--- config.mk ---
export PLATFORM = sky130hd
export DESIGN_NAME = adc_code_formatter
export DESIGN_NICKNAME = d
export VERILOG_FILES = /design/src/rtl/fmt_pkg.sv /design/src/rtl/fmt_blank_delay.sv /design/src/rtl/fmt_ref_timer.sv /design/src/rtl/fmt_encoder.sv /design/src/rtl/adc_code_formatter.sv
export SDC_FILE = /design/constraint.sdc
export NUM_CORES = 1
export LEC_CHECK = 0
export BUFFER_PORTS_ARGS = -buffer_cell sky130_fd_sc_hd__buf_2
export CAP_MARGIN = 20
export CORE_UTILIZATION = 55
export DETAILED_ROUTE_END_ITERATION = 7
export PLACE_DENSITY = 0.78
export REMOVE_ABC_BUFFERS = 1
export SYNTH_ARGS = -nofsm -noshare
export SYNTH_HDL_FRONTEND = slang
export SYNTH_SLANG_ARGS = --single-unit
--- constraint.sdc ---
create_clock -name clk -period 3.2 [get_ports clk]
set_input_delay 0.32 -clock clk [delete_from_list [all_inputs] [get_ports clk]]
set_output_delay 0.32 -clock clk [all_outputs]
set_load 0.02 [all_outputs]
--- src/rtl/fmt_pkg.sv ---
package fmt_pkg;

    typedef enum logic [1:0] {
        CODE_BIN       = 2'b00,
        CODE_GRAY      = 2'b01,
        CODE_DIFF_BIN  = 2'b10,
        CODE_DIFF_GRAY = 2'b11
    } code_mode_e;

    localparam int REF_BASE_SLOT = 3;
    localparam int SLOT_W        = 3;

    typedef struct packed {
        logic       inv_msb;
        logic       inv_low;
        code_mode_e mode;
        logic [1:0] ref_sel;
        logic       align_fall;
        logic       blank_pol;
    } fmt_cfg_t;

    function automatic logic mode_is_diff(code_mode_e m);
        return m[1];
    endfunction

    function automatic logic mode_is_gray(code_mode_e m);
        return m[0];
    endfunction

endpackage

--- src/rtl/fmt_blank_delay.sv ---
module fmt_blank_delay #(
    parameter int LAT = 12
) (
    input  logic clk,
    input  logic rst,
    input  logic pin,
    input  logic pol,
    output logic act_out
);
    logic act_in;
    assign act_in = pin ^ pol;

    generate
        if (LAT == 1) begin : g_single
            logic sr;
            always_ff @(posedge clk) begin
                if (rst) sr <= 1'b0;
                else     sr <= act_in;
            end
            assign act_out = sr;
        end else begin : g_chain
            logic [LAT-1:0] sr;
            always_ff @(posedge clk) begin
                if (rst) sr <= '0;
                else     sr <= {sr[LAT-2:0], act_in};
            end
            assign act_out = sr[LAT-1];
        end
    endgenerate
endmodule

--- src/rtl/fmt_ref_timer.sv ---
module fmt_ref_timer
    import fmt_pkg::*;
(
    input  logic       clk,
    input  logic       rst,
    input  logic       black_pulse,
    input  logic       align_fall,
    input  logic [1:0] ref_sel,
    output logic       ref_now
);
    localparam logic [SLOT_W-1:0] LAST_SLOT = {SLOT_W{1'b1}};

    logic              bp_neg, bp_q, bp_s, bp_edge;
    logic [SLOT_W-1:0] slot_cnt, slot_lo, slot_hi;

    always_ff @(negedge clk) begin
        if (rst) bp_neg <= 1'b0;
        else     bp_neg <= black_pulse;
    end

    assign bp_s    = align_fall ? bp_neg : black_pulse;
    assign bp_edge = bp_s & ~bp_q;

    always_ff @(posedge clk) begin
        if (rst) begin
            bp_q     <= 1'b0;
            slot_cnt <= '0;
        end else begin
            bp_q <= bp_s;
            if (bp_edge)
                slot_cnt <= SLOT_W'(1);
            else if (slot_cnt != '0)
                slot_cnt <= (slot_cnt == LAST_SLOT) ? '0 : slot_cnt + 1'b1;
        end
    end

    assign slot_lo = SLOT_W'(REF_BASE_SLOT) + SLOT_W'(ref_sel);
    assign slot_hi = slot_lo + 1'b1;
    assign ref_now = (slot_cnt == slot_lo) || (slot_cnt == slot_hi);
endmodule

--- src/rtl/fmt_encoder.sv ---
module fmt_encoder
    import fmt_pkg::*;
#(
    parameter int DATA_W = 12
) (
    input  logic              clk,
    input  logic              rst,
    input  logic [DATA_W-1:0] code,
    input  code_mode_e        mode,
    input  logic              ref_now,
    output logic [DATA_W-1:0] coded
);
    logic [DATA_W-1:0] hist1, hist2, delta, base;

    always_ff @(posedge clk) begin
        if (rst) begin
            hist1 <= '0;
            hist2 <= '0;
        end else begin
            hist2 <= hist1;
            hist1 <= code;
        end
    end

    assign delta = code - hist2;

    always_comb begin
        base  = (mode_is_diff(mode) && !ref_now) ? delta : code;
        coded = mode_is_gray(mode) ? (base ^ (base >> 1)) : base;
    end
endmodule

--- src/rtl/adc_code_formatter.sv ---
module adc_code_formatter
    import fmt_pkg::*;
#(
    parameter int DATA_W      = 12,
    parameter int BLANK_LAT   = 12,
    parameter int CLAMP_SEL_W = 5,
    parameter int CLAMP_BASE  = 56,
    parameter int CLAMP_STEP  = 8
) (
    input  logic                   clk,
    input  logic                   rst,
    input  logic [DATA_W-1:0]      code_in,
    input  logic                   blank_pin,
    input  logic                   oe_n,
    input  logic                   black_pulse,
    input  logic                   cfg_standby,
    input  logic                   cfg_sleep,
    input  logic                   cfg_inv_msb,
    input  logic                   cfg_inv_low,
    input  logic [1:0]             cfg_code_mode,
    input  logic [1:0]             cfg_ref_sel,
    input  logic                   cfg_align_fall,
    input  logic                   cfg_blank_pol,
    input  logic [CLAMP_SEL_W-1:0] cfg_clamp_sel,
    output logic [DATA_W-1:0]      dout,
    output logic                   dout_en
);
    fmt_cfg_t          cfg;
    logic              blank_act, ref_now;
    logic [DATA_W-1:0] coded, inv_mask, clamp_code, word_nx, word_q;

    always_comb begin
        cfg.inv_msb    = cfg_inv_msb;
        cfg.inv_low    = cfg_inv_low;
        cfg.mode       = code_mode_e'(cfg_code_mode);
        cfg.ref_sel    = cfg_ref_sel;
        cfg.align_fall = cfg_align_fall;
        cfg.blank_pol  = cfg_blank_pol;
    end

    fmt_blank_delay #(.LAT(BLANK_LAT)) u_blank (
        .clk(clk), .rst(rst), .pin(blank_pin), .pol(cfg.blank_pol), .act_out(blank_act)
    );

    fmt_ref_timer u_ref (
        .clk(clk), .rst(rst), .black_pulse(black_pulse),
        .align_fall(cfg.align_fall), .ref_sel(cfg.ref_sel), .ref_now(ref_now)
    );

    fmt_encoder #(.DATA_W(DATA_W)) u_enc (
        .clk(clk), .rst(rst), .code(code_in), .mode(cfg.mode),
        .ref_now(ref_now), .coded(coded)
    );

    always_comb begin
        inv_mask   = {cfg.inv_msb, {(DATA_W-1){cfg.inv_low}}};
        clamp_code = DATA_W'(CLAMP_BASE) + DATA_W'(CLAMP_STEP) * DATA_W'(cfg_clamp_sel);
        word_nx    = blank_act ? clamp_code : (coded ^ inv_mask);
    end

    always_ff @(posedge clk) begin
        if (rst) word_q <= '0;
        else     word_q <= word_nx;
    end

    assign dout    = word_q;
    assign dout_en = ~(oe_n | cfg_standby | cfg_sleep);
endmodule

After elaboration in Yosys (flattened, before gate mapping). Cells that the tools add are included.

Add/subtract/negate cells: 5. Eq/ne operators: 3. Mux-type cells: 7. Bitwise gates (word level): 8. Reduce and logical (&&, ||, !) cells: 6.

Operators with widths (number): 12-bit 2-to-1 mux (3); 12-bit subtractor (1); 12-bit by 11-bit XOR with 12-bit output (1); 12-bit XOR (1); 6-bit by 8-bit adder with 9-bit output (first input constant) (1); 3-bit by 1-bit adder with 3-bit output (second input constant) (2); 3-bit equality test (2); 2-bit by 2-bit adder with 3-bit output (first input constant) (1); 3-bit equality test (second input constant) (1); 1-bit 2-to-1 mux (3); 3-bit 2-to-1 mux (1); 3-bit nonzero test (1); 1-bit NOT (2); 1-bit bitwise OR (2); 2-bit nonzero test (1); 2-bit OR reduction (1); 1-bit bitwise AND (1); 1-bit logical AND (1); 1-bit zero test (1); 1-bit logical OR (1); 1-bit XOR (1).

Bits in registers: 53. Bits of input ports: 32. Output and inout bits: 13. Word-level logic and storage cells: 37.

Depth between registers and ports, before layout. Gate-level depths: netlist (run 1).

Depth after elaboration: 11. Gate-level depth with buffers: 11. Gate-level depth less buffers: 10.

Modules after synthesis. A second synthesis (run 1) with hierarchy kept.

Cells, all modules: 317. Area, all modules: 2834.0 um2.

By module, submodules not included: fmt_encoder (instances 1, cells each 198, area an instance 1589.0 um2, sequential area each 480.5 um2); adc_code_formatter (instances 1, cells each 58, area an instance 555.5 um2, sequential area each 240.2 um2); fmt_blank_delay (instances 1, cells each 26, area an instance 377.9 um2, sequential area each 240.2 um2); fmt_ref_timer (instances 1, cells each 35, area an instance 311.5 um2, sequential area each 100.1 um2).

==> results.sh, run 1 <==
export IMPL_postCtsSetupBuffers=0
export IMPL_cp_top_family="compound AO/OA/AOI/OAI gates"
export IMPL_gr_total_overflow=0
export IMPL_ant_nets=0
export IMPL_start_util_pct=58.79
export IMPL_drc=0
export IMPL_min_path_cells=2
export IMPL_first_iter_violations=108
export IMPL_vias_per_cell=5.309
export IMPL_first_global_vias=2113
export IMPL_io_pins=45
export IMPL_drt_pass1_iterations=4
export IMPL_ys_seq_area_share_pct=37.23
export IMPL_clkLatencyLatePin_ps=360
export IMPL_cap_viol_max_count=0
export IMPL_cts_buffers=5
export IMPL_syn_cell_area_mm2=0.002850
export IMPL_r2r_end="dout[7]"
export IMPL_tns_ps=0
export IMPL_area_growth_syn_to_layout_pct=12.99
export IMPL_hold_end="u_enc.hist1[7]"
export IMPL_cts_hold_buf=0
export IMPL_ys_seq_elements=53
export IMPL_worst_r2r_startpoint="u_enc.hist2[0]"
export IMPL_hp_class="in2reg"
export IMPL_regArea_mm2=0.001061
export IMPL_die_h_um=73.99
export IMPL_htree_levels=2
export IMPL_min_period_ps=2856
export IMPL_crit_buf_inv=0
export IMPL_finalHoldViolCount=0
export IMPL_worst_slew_pin_slew_ps=566.4
export IMPL_final_cell_mix="53 x dfxtp_1, 44 x buf_2, 36 x nor2b_1"
export IMPL_outcome="finished, final reports clean"
export IMPL_cp_slowest_stage_delay_ps=520
export IMPL_crit_required_ps=3400
export IMPL_grt_pass1_wl_um=8976
export IMPL_cts_root_buffer="clkbuf_8"
export IMPL_nets=408
export IMPL_start_kind="flip-flop"
export IMPL_timing_final_ws_setup_ps=343.6
export IMPL_num_vias=2267
export IMPL_grt_max_degree=48
export IMPL_cts_tree="done"
export IMPL_async_reset_ff_share_pct=0
export IMPL_syn_inst=324
export IMPL_cts_sinks=53
export IMPL_maxSlewViolCount=0
export IMPL_drive_gt1_share_pct=16.94
export IMPL_cpMaxStageDelayCell="o41ai_1"
export IMPL_leakage_nw=1.442
export IMPL_final_common_cell="dfxtp_1"
export IMPL_die_w_um=73.99
export IMPL_drt_wl_total_um=5213
export IMPL_ir_drop_v=0.0002954
export IMPL_finalSetupViolations=0
export IMPL_core_area_mm2=0.004848
export IMPL_hp_start="code_in[7]"
export IMPL_rsz0062_at_grt="false"
export IMPL_hold_slack_ps=260.6
export IMPL_synth_edf_count=0
export IMPL_grt_usage_pct=21.07
export IMPL_dieArea_mm2=0.005474
export IMPL_p_seq_share_pct=43.5
export IMPL_post_route_period_util_pct=89.26
export IMPL_path_clk_slew_ps=90
export IMPL_slew_headroom_pct=61.92
export IMPL_fin_skew_ps=59.31
export IMPL_clockBufferDepth=2
export IMPL_fillers=424
export IMPL_p_int_mw=1.173
export IMPL_power_density_mw_per_mm2=519.0
export IMPL_antenna_found_initial=0
export IMPL_r2r_slack_ps=340
export IMPL_end_kind="flip-flop"
export IMPL_p_sw_mw=0.4984
export IMPL_portBuffers=44
export IMPL_swShare_pct=29.82
export IMPL_crit_arrival_ps=3060
export IMPL_rows=25
export IMPL_cp_cell_sequence="ha_1, fa_1, nor2b_1, o2111a_1, nor4b_1, o41ai_1, nand2_1, xnor3_1, a22o_1"
export IMPL_syn_area_per_cell_um2=8.797
export IMPL_synth_ff_type="dfxtp_1"
export IMPL_multi_input_area_mm2=0.001619
export IMPL_place_congestion=0.8728
export IMPL_synth_warnings=0
export IMPL_combPwrFrac_pct=28.7
export IMPL_antenna_cells=0
export IMPL_wl_per_cell_um=12.21
export IMPL_detailed_place_hpwl_um=4002
export IMPL_fmax_mhz=350.1
export IMPL_worstRegToRegCells=9
export IMPL_crit_type="reg2reg"
export IMPL_crit_fanout=3
export IMPL_clock_power_share_pct=27.7
export IMPL_ys_types=48
export IMPL_cts_repair_resized=0
export IMPL_place_ws_ps=222.7
[cell families (layout without fill, tap and decap cells)]
family / count (synthesis) / after routing / synth area share [%]
xor gates and xnor gates: 27 / 27 / 9.789
AOI/OAI and AO/OA: 67 / 67 / 17.08
muxes: 4 / 4 / 1.449
DFF: 53 / 53 / 37.23
buffers and inverters: 43 / 79 / 5.970
and+or+nand+nor: 113 / 113 / 20.76
adders and majority gates: 17 / 17 / 7.726
[worst register-to-register path, delay by kind of cell, from the launching register on]
family	cells	cell delay, ps
xor+xnor	1	370
simple gates	3	480
fa+ha+maj	2	630
flops	1	320
compound gates	3	960
[cells in the mapped netlist (3+ instances only)]
library cell | count | area (um^2)
nor2b_1 | 36 | 225.2
xor2_1 | 5 | 43.79
nor2_1 | 16 | 60.06
xnor2_1 | 19 | 166.4
o31ai_1 | 7 | 52.55
ha_1 | 16 | 200.2
nand2_1 | 20 | 75.07
dfxtp_1 | 53 | 1061
nand3_1 | 14 | 70.07
nand4_1 | 3 | 18.77
nor3_1 | 11 | 55.05
mux2i_1 | 3 | 30.03
o21ai_0 | 7 | 35.03
and3_1 | 3 | 18.77
o21a_1 | 5 | 37.54
a211o_1 | 3 | 26.28
inv_1 | 24 | 90.09
clkbuf_1 | 15 | 56.30
a21o_1 | 6 | 45.04
a21oi_1 | 16 | 80.08
[metrics by stage]
step	std cells	util (%)	power (mW)	area, um^2
after floorplan	305	-	1.091	2770
after global placement	419	63.87	1.212	3097
after detailed placement	419	63.87	1.225	3097
after CTS	427	66.43	1.686	3221
after global routing	427	66.43	1.773	3221
final	427	66.43	1.671	3221
[registers in the layout (all words and copies together), names as in the netlist]
signal	count
dout	12
u_blank.g_chain.sr	12
u_enc.hist1	12
u_enc.hist2	12
u_ref.slot_cnt	3
u_ref.bp_neg	1
u_ref.bp_q	1
[how the worst max path moves through the flow]
stage / from / depth (start not counted) / end
floorplan: cfg_ref_sel[0] / 9 / dout[7]
global placement: code_in[0] / 11 / dout[7]
detailed placement: code_in[0] / 11 / dout[7]
CTS: u_enc.hist2[0] / 9 / dout[7]
global route: u_enc.hist2[0] / 9 / dout[7]
finish: u_enc.hist2[0] / 9 / dout[7]
[final cells by class]
class,count,share of cell area [%]
multi-input cells,228,50.27
well taps,67,2.603
clock inverters,2,0.2720
flip-flops and latches,53,32.94
repair buffers,47,7.537
inverters,23,2.681
clock buffers,7,3.691
[metal layers]
layer	routed length (um)	track usage, %
met3	319	3.252
met2	2436	36.57
met4	46	7.051
met5	0	0
met1	2410	26.69
[power groups by stage]
stage	logic, mW	clock network [mW]	registers [mW]
6_report	0.480	0.463	0.728
5_1_grt	0.535	0.502	0.735
4_1_cts	0.479	0.478	0.728
3_5_place_dp	0.477	0.00391	0.744
3_3_place_gp	0.466	0.00391	0.742
2_1_floorplan	0.302	0.00391	0.785
(Power assumes the default switching activity.)
==> inputs of run 2 (changes only) <==
--- a/config.mk
+++ b/config.mk
@@ -5,10 +5,12 @@
 export SDC_FILE = /design/constraint.sdc
 export NUM_CORES = 1
 export LEC_CHECK = 0
+export ABC_CLOCK_PERIOD_IN_PS = 3200
 export BUFFER_PORTS_ARGS = -buffer_cell sky130_fd_sc_hd__buf_2
 export CAP_MARGIN = 20
 export CORE_UTILIZATION = 55
 export DETAILED_ROUTE_END_ITERATION = 7
+export GPL_TIMING_DRIVEN = 0
 export PLACE_DENSITY = 0.78
 export REMOVE_ABC_BUFFERS = 1
 export SYNTH_ARGS = -nofsm -noshare
==> run 2 against run 1 <==
  * Hold slack got worse by 8.5 ps
  * Combinational power decreased by 1%
  * Global-route usage increased by 0.18 points
  * Register-to-register slack got worse by 100 ps
  * Utilization decreased by 0.39 points
  * Critical endpoint is now dout[10]
  * Cell area decreased by 0.58%
  * Power increased by 0.50%
  * Clock power increased by 3%
==> results.sh, run 2 (synthesis gave the netlist of run 1 again) <==
export IMPL_drc=0
export IMPL_power_density_mw_per_mm2=524.6
export IMPL_end_kind="flip-flop"
export IMPL_outcome="finished, final reports clean"
export IMPL_drt_pass1_iterations=4
export IMPL_grt_usage_pct=21.25
export IMPL_finalNonFillerCells=424
export IMPL_leakage_nw=1.426
export IMPL_place_congestion=0.8977
export IMPL_clkLatencyLatePin_ps=360
export IMPL_post_route_cell_area_mm2=0.003202
export IMPL_htree_levels=2
export IMPL_crit_type="in2reg"
export IMPL_cpMaxStageDelayCell="o211ai_1"
export IMPL_clockBufferDepth=2
export IMPL_placed_cells=416
export IMPL_first_global_vias=2111
export IMPL_tns_ps=0
export IMPL_dieArea_mm2=0.005474
export IMPL_final_cell_mix="53 x dfxtp_1, 44 x buf_2, 36 x nor2b_1"
export IMPL_maxSlewViolCount=0
export IMPL_finalHoldViolCount=0
export IMPL_antenna_found_initial=0
export IMPL_multi_input_area_mm2=0.001627
export IMPL_start_util_pct=58.79
export IMPL_path_common_cell="xnor2_1"
export IMPL_crit_required_ps=3450
export IMPL_cts_hold_buf=0
export IMPL_slew_headroom_pct=30.70
export IMPL_die_h_um=73.99
export IMPL_antenna_cells=0
export IMPL_core_area_mm2=0.004848
export IMPL_cts_tree="done"
export IMPL_cts_buffers=5
export IMPL_fin_skew_ps=52.97
export IMPL_nets=405
export IMPL_cts_root_buffer="clkbuf_8"
export IMPL_fmax_mhz=335.1
export IMPL_hp_class="in2reg"
export IMPL_worst_slew_pin_slew_ps=1035
export IMPL_grt_pass1_wl_um=8949
export IMPL_detailed_place_hpwl_um=3888
export IMPL_finalSetupViolations=0
export IMPL_fillers=409
export IMPL_rows=25
export IMPL_crit_arrival_ps=3240
export IMPL_drt_wl_total_um=5212
export IMPL_vias_per_cell=5.366
export IMPL_final_common_cell="dfxtp_1"
export IMPL_portBuffers=44
export IMPL_cap_viol_max_count=0
export IMPL_hold_slack_ps=252.1
export IMPL_start_kind="input port"
export IMPL_drive_gt1_share_pct=16.53
export IMPL_min_period_ps=2984
export IMPL_wl_per_cell_um=12.29
export IMPL_rsz0062_at_grt="false"
export IMPL_grt_max_degree=49
export IMPL_regArea_mm2=0.001061
export IMPL_cp_top_family="compound AO/OA/AOI/OAI gates"
export IMPL_cts_sinks=53
export IMPL_ir_drop_v=0.0002692
export IMPL_io_pins=45
export IMPL_crit_fanout=15
export IMPL_path_clk_slew_ps=100
export IMPL_ant_nets=0
export IMPL_cp_cell_sequence="buf_2, inv_1, ha_1, xnor2_1, o211ai_1, and2_1, o41ai_4, xnor2_1, or4_1, a21oi_1"
export IMPL_first_iter_violations=97
export IMPL_area_growth_syn_to_layout_pct=12.34
export IMPL_crit_buf_inv=2
export IMPL_cp_slowest_stage_delay_ps=820
export IMPL_place_area_mm2=0.003074
export IMPL_num_vias=2275
export IMPL_gr_total_overflow=0
export IMPL_die_w_um=73.99
export IMPL_post_route_period_util_pct=93.26
-- run 2: cell types whose count changed in the layout (fill, tap and decap cells not counted) --
cell / before / now
o41ai_1: 2 / 1
clkinv_2: 1 / 0
o41ai_2: 0 / 1
bufinv_16: 0 / 1
clkbuf_8: 5 / 6
clkbuf_16: 2 / 0
clkinvlp_4: 0 / 1
buf_4: 3 / 0
-- run 2: cell type report --
| cell class | count | share of cell area, % |
|---|---|---|
| multi-input combinational | 228 | 50.80 |
| sequential | 53 | 33.14 |
| timing repair buffer | 44 | 6.878 |
| inverter | 23 | 2.696 |
| tap | 67 | 2.618 |
| clock buffer | 6 | 2.579 |
| clock inverter | 3 | 1.290 |
-- run 2: worst reg2reg max path, cell delays in order, from the launching register on --
cell      delay, ps
dfxtp_1         440
xnor2_1         100
o211ai_1        820
and2_1          650
o41ai_4         190
xnor2_1         170
or4_1           400
a21oi_1         130
-- run 2: metrics by stage --
| stage | power (mW) | utilization [%] | setup slack (ps) |
|---|---|---|---|
| global route | 1.776 | 66.04 | 35.69 |
| global placement | 1.205 | 63.41 | -76.91 |
| CTS | 1.687 | 65.88 | 112.8 |
| floorplan | 1.091 | - | 571.3 |
| finish | 1.680 | 66.04 | 215.5 |
| detailed placement | 1.216 | 63.41 | -80.45 |
-- run 2: what timing repair did --
action,in CTS,in global routing
setup endpoints to repair,0,1
gates resized for setup,0,1
buffers inserted,0,0
-- run 2: report_power, final --
| group | internal, mW | switching, mW |
|---|---|---|
| logic | 0.206 | 0.268 |
| clock network | 0.256 | 0.221 |
| registers | 0.713 | 0.0153 |
-- run 2: per-layer routing --
layer	wire (um)	global-route usage, %	part of all wire, %	vias up
met1	2477	26.70	48	1039
met4	64	8.547	1.2	0
met2	2428	36.16	47	56
li1	-	-	-	1175
met3	242	3.794	4.6	5
met5	0	0	0	-
-- run 2: final timing paths --
check | from | slack [ps] | depth (start not counted) | to
max | cfg_ref_sel[0] | 220 | 10 | dout[10]
min reg2reg | u_enc.hist1[4] | 440 | 1 | u_enc.hist2[4]
max reg2reg | u_ref.slot_cnt[1] | 240 | 7 | dout[10]
min | blank_pin | 250 | 3 | u_blank.g_chain.sr[0]
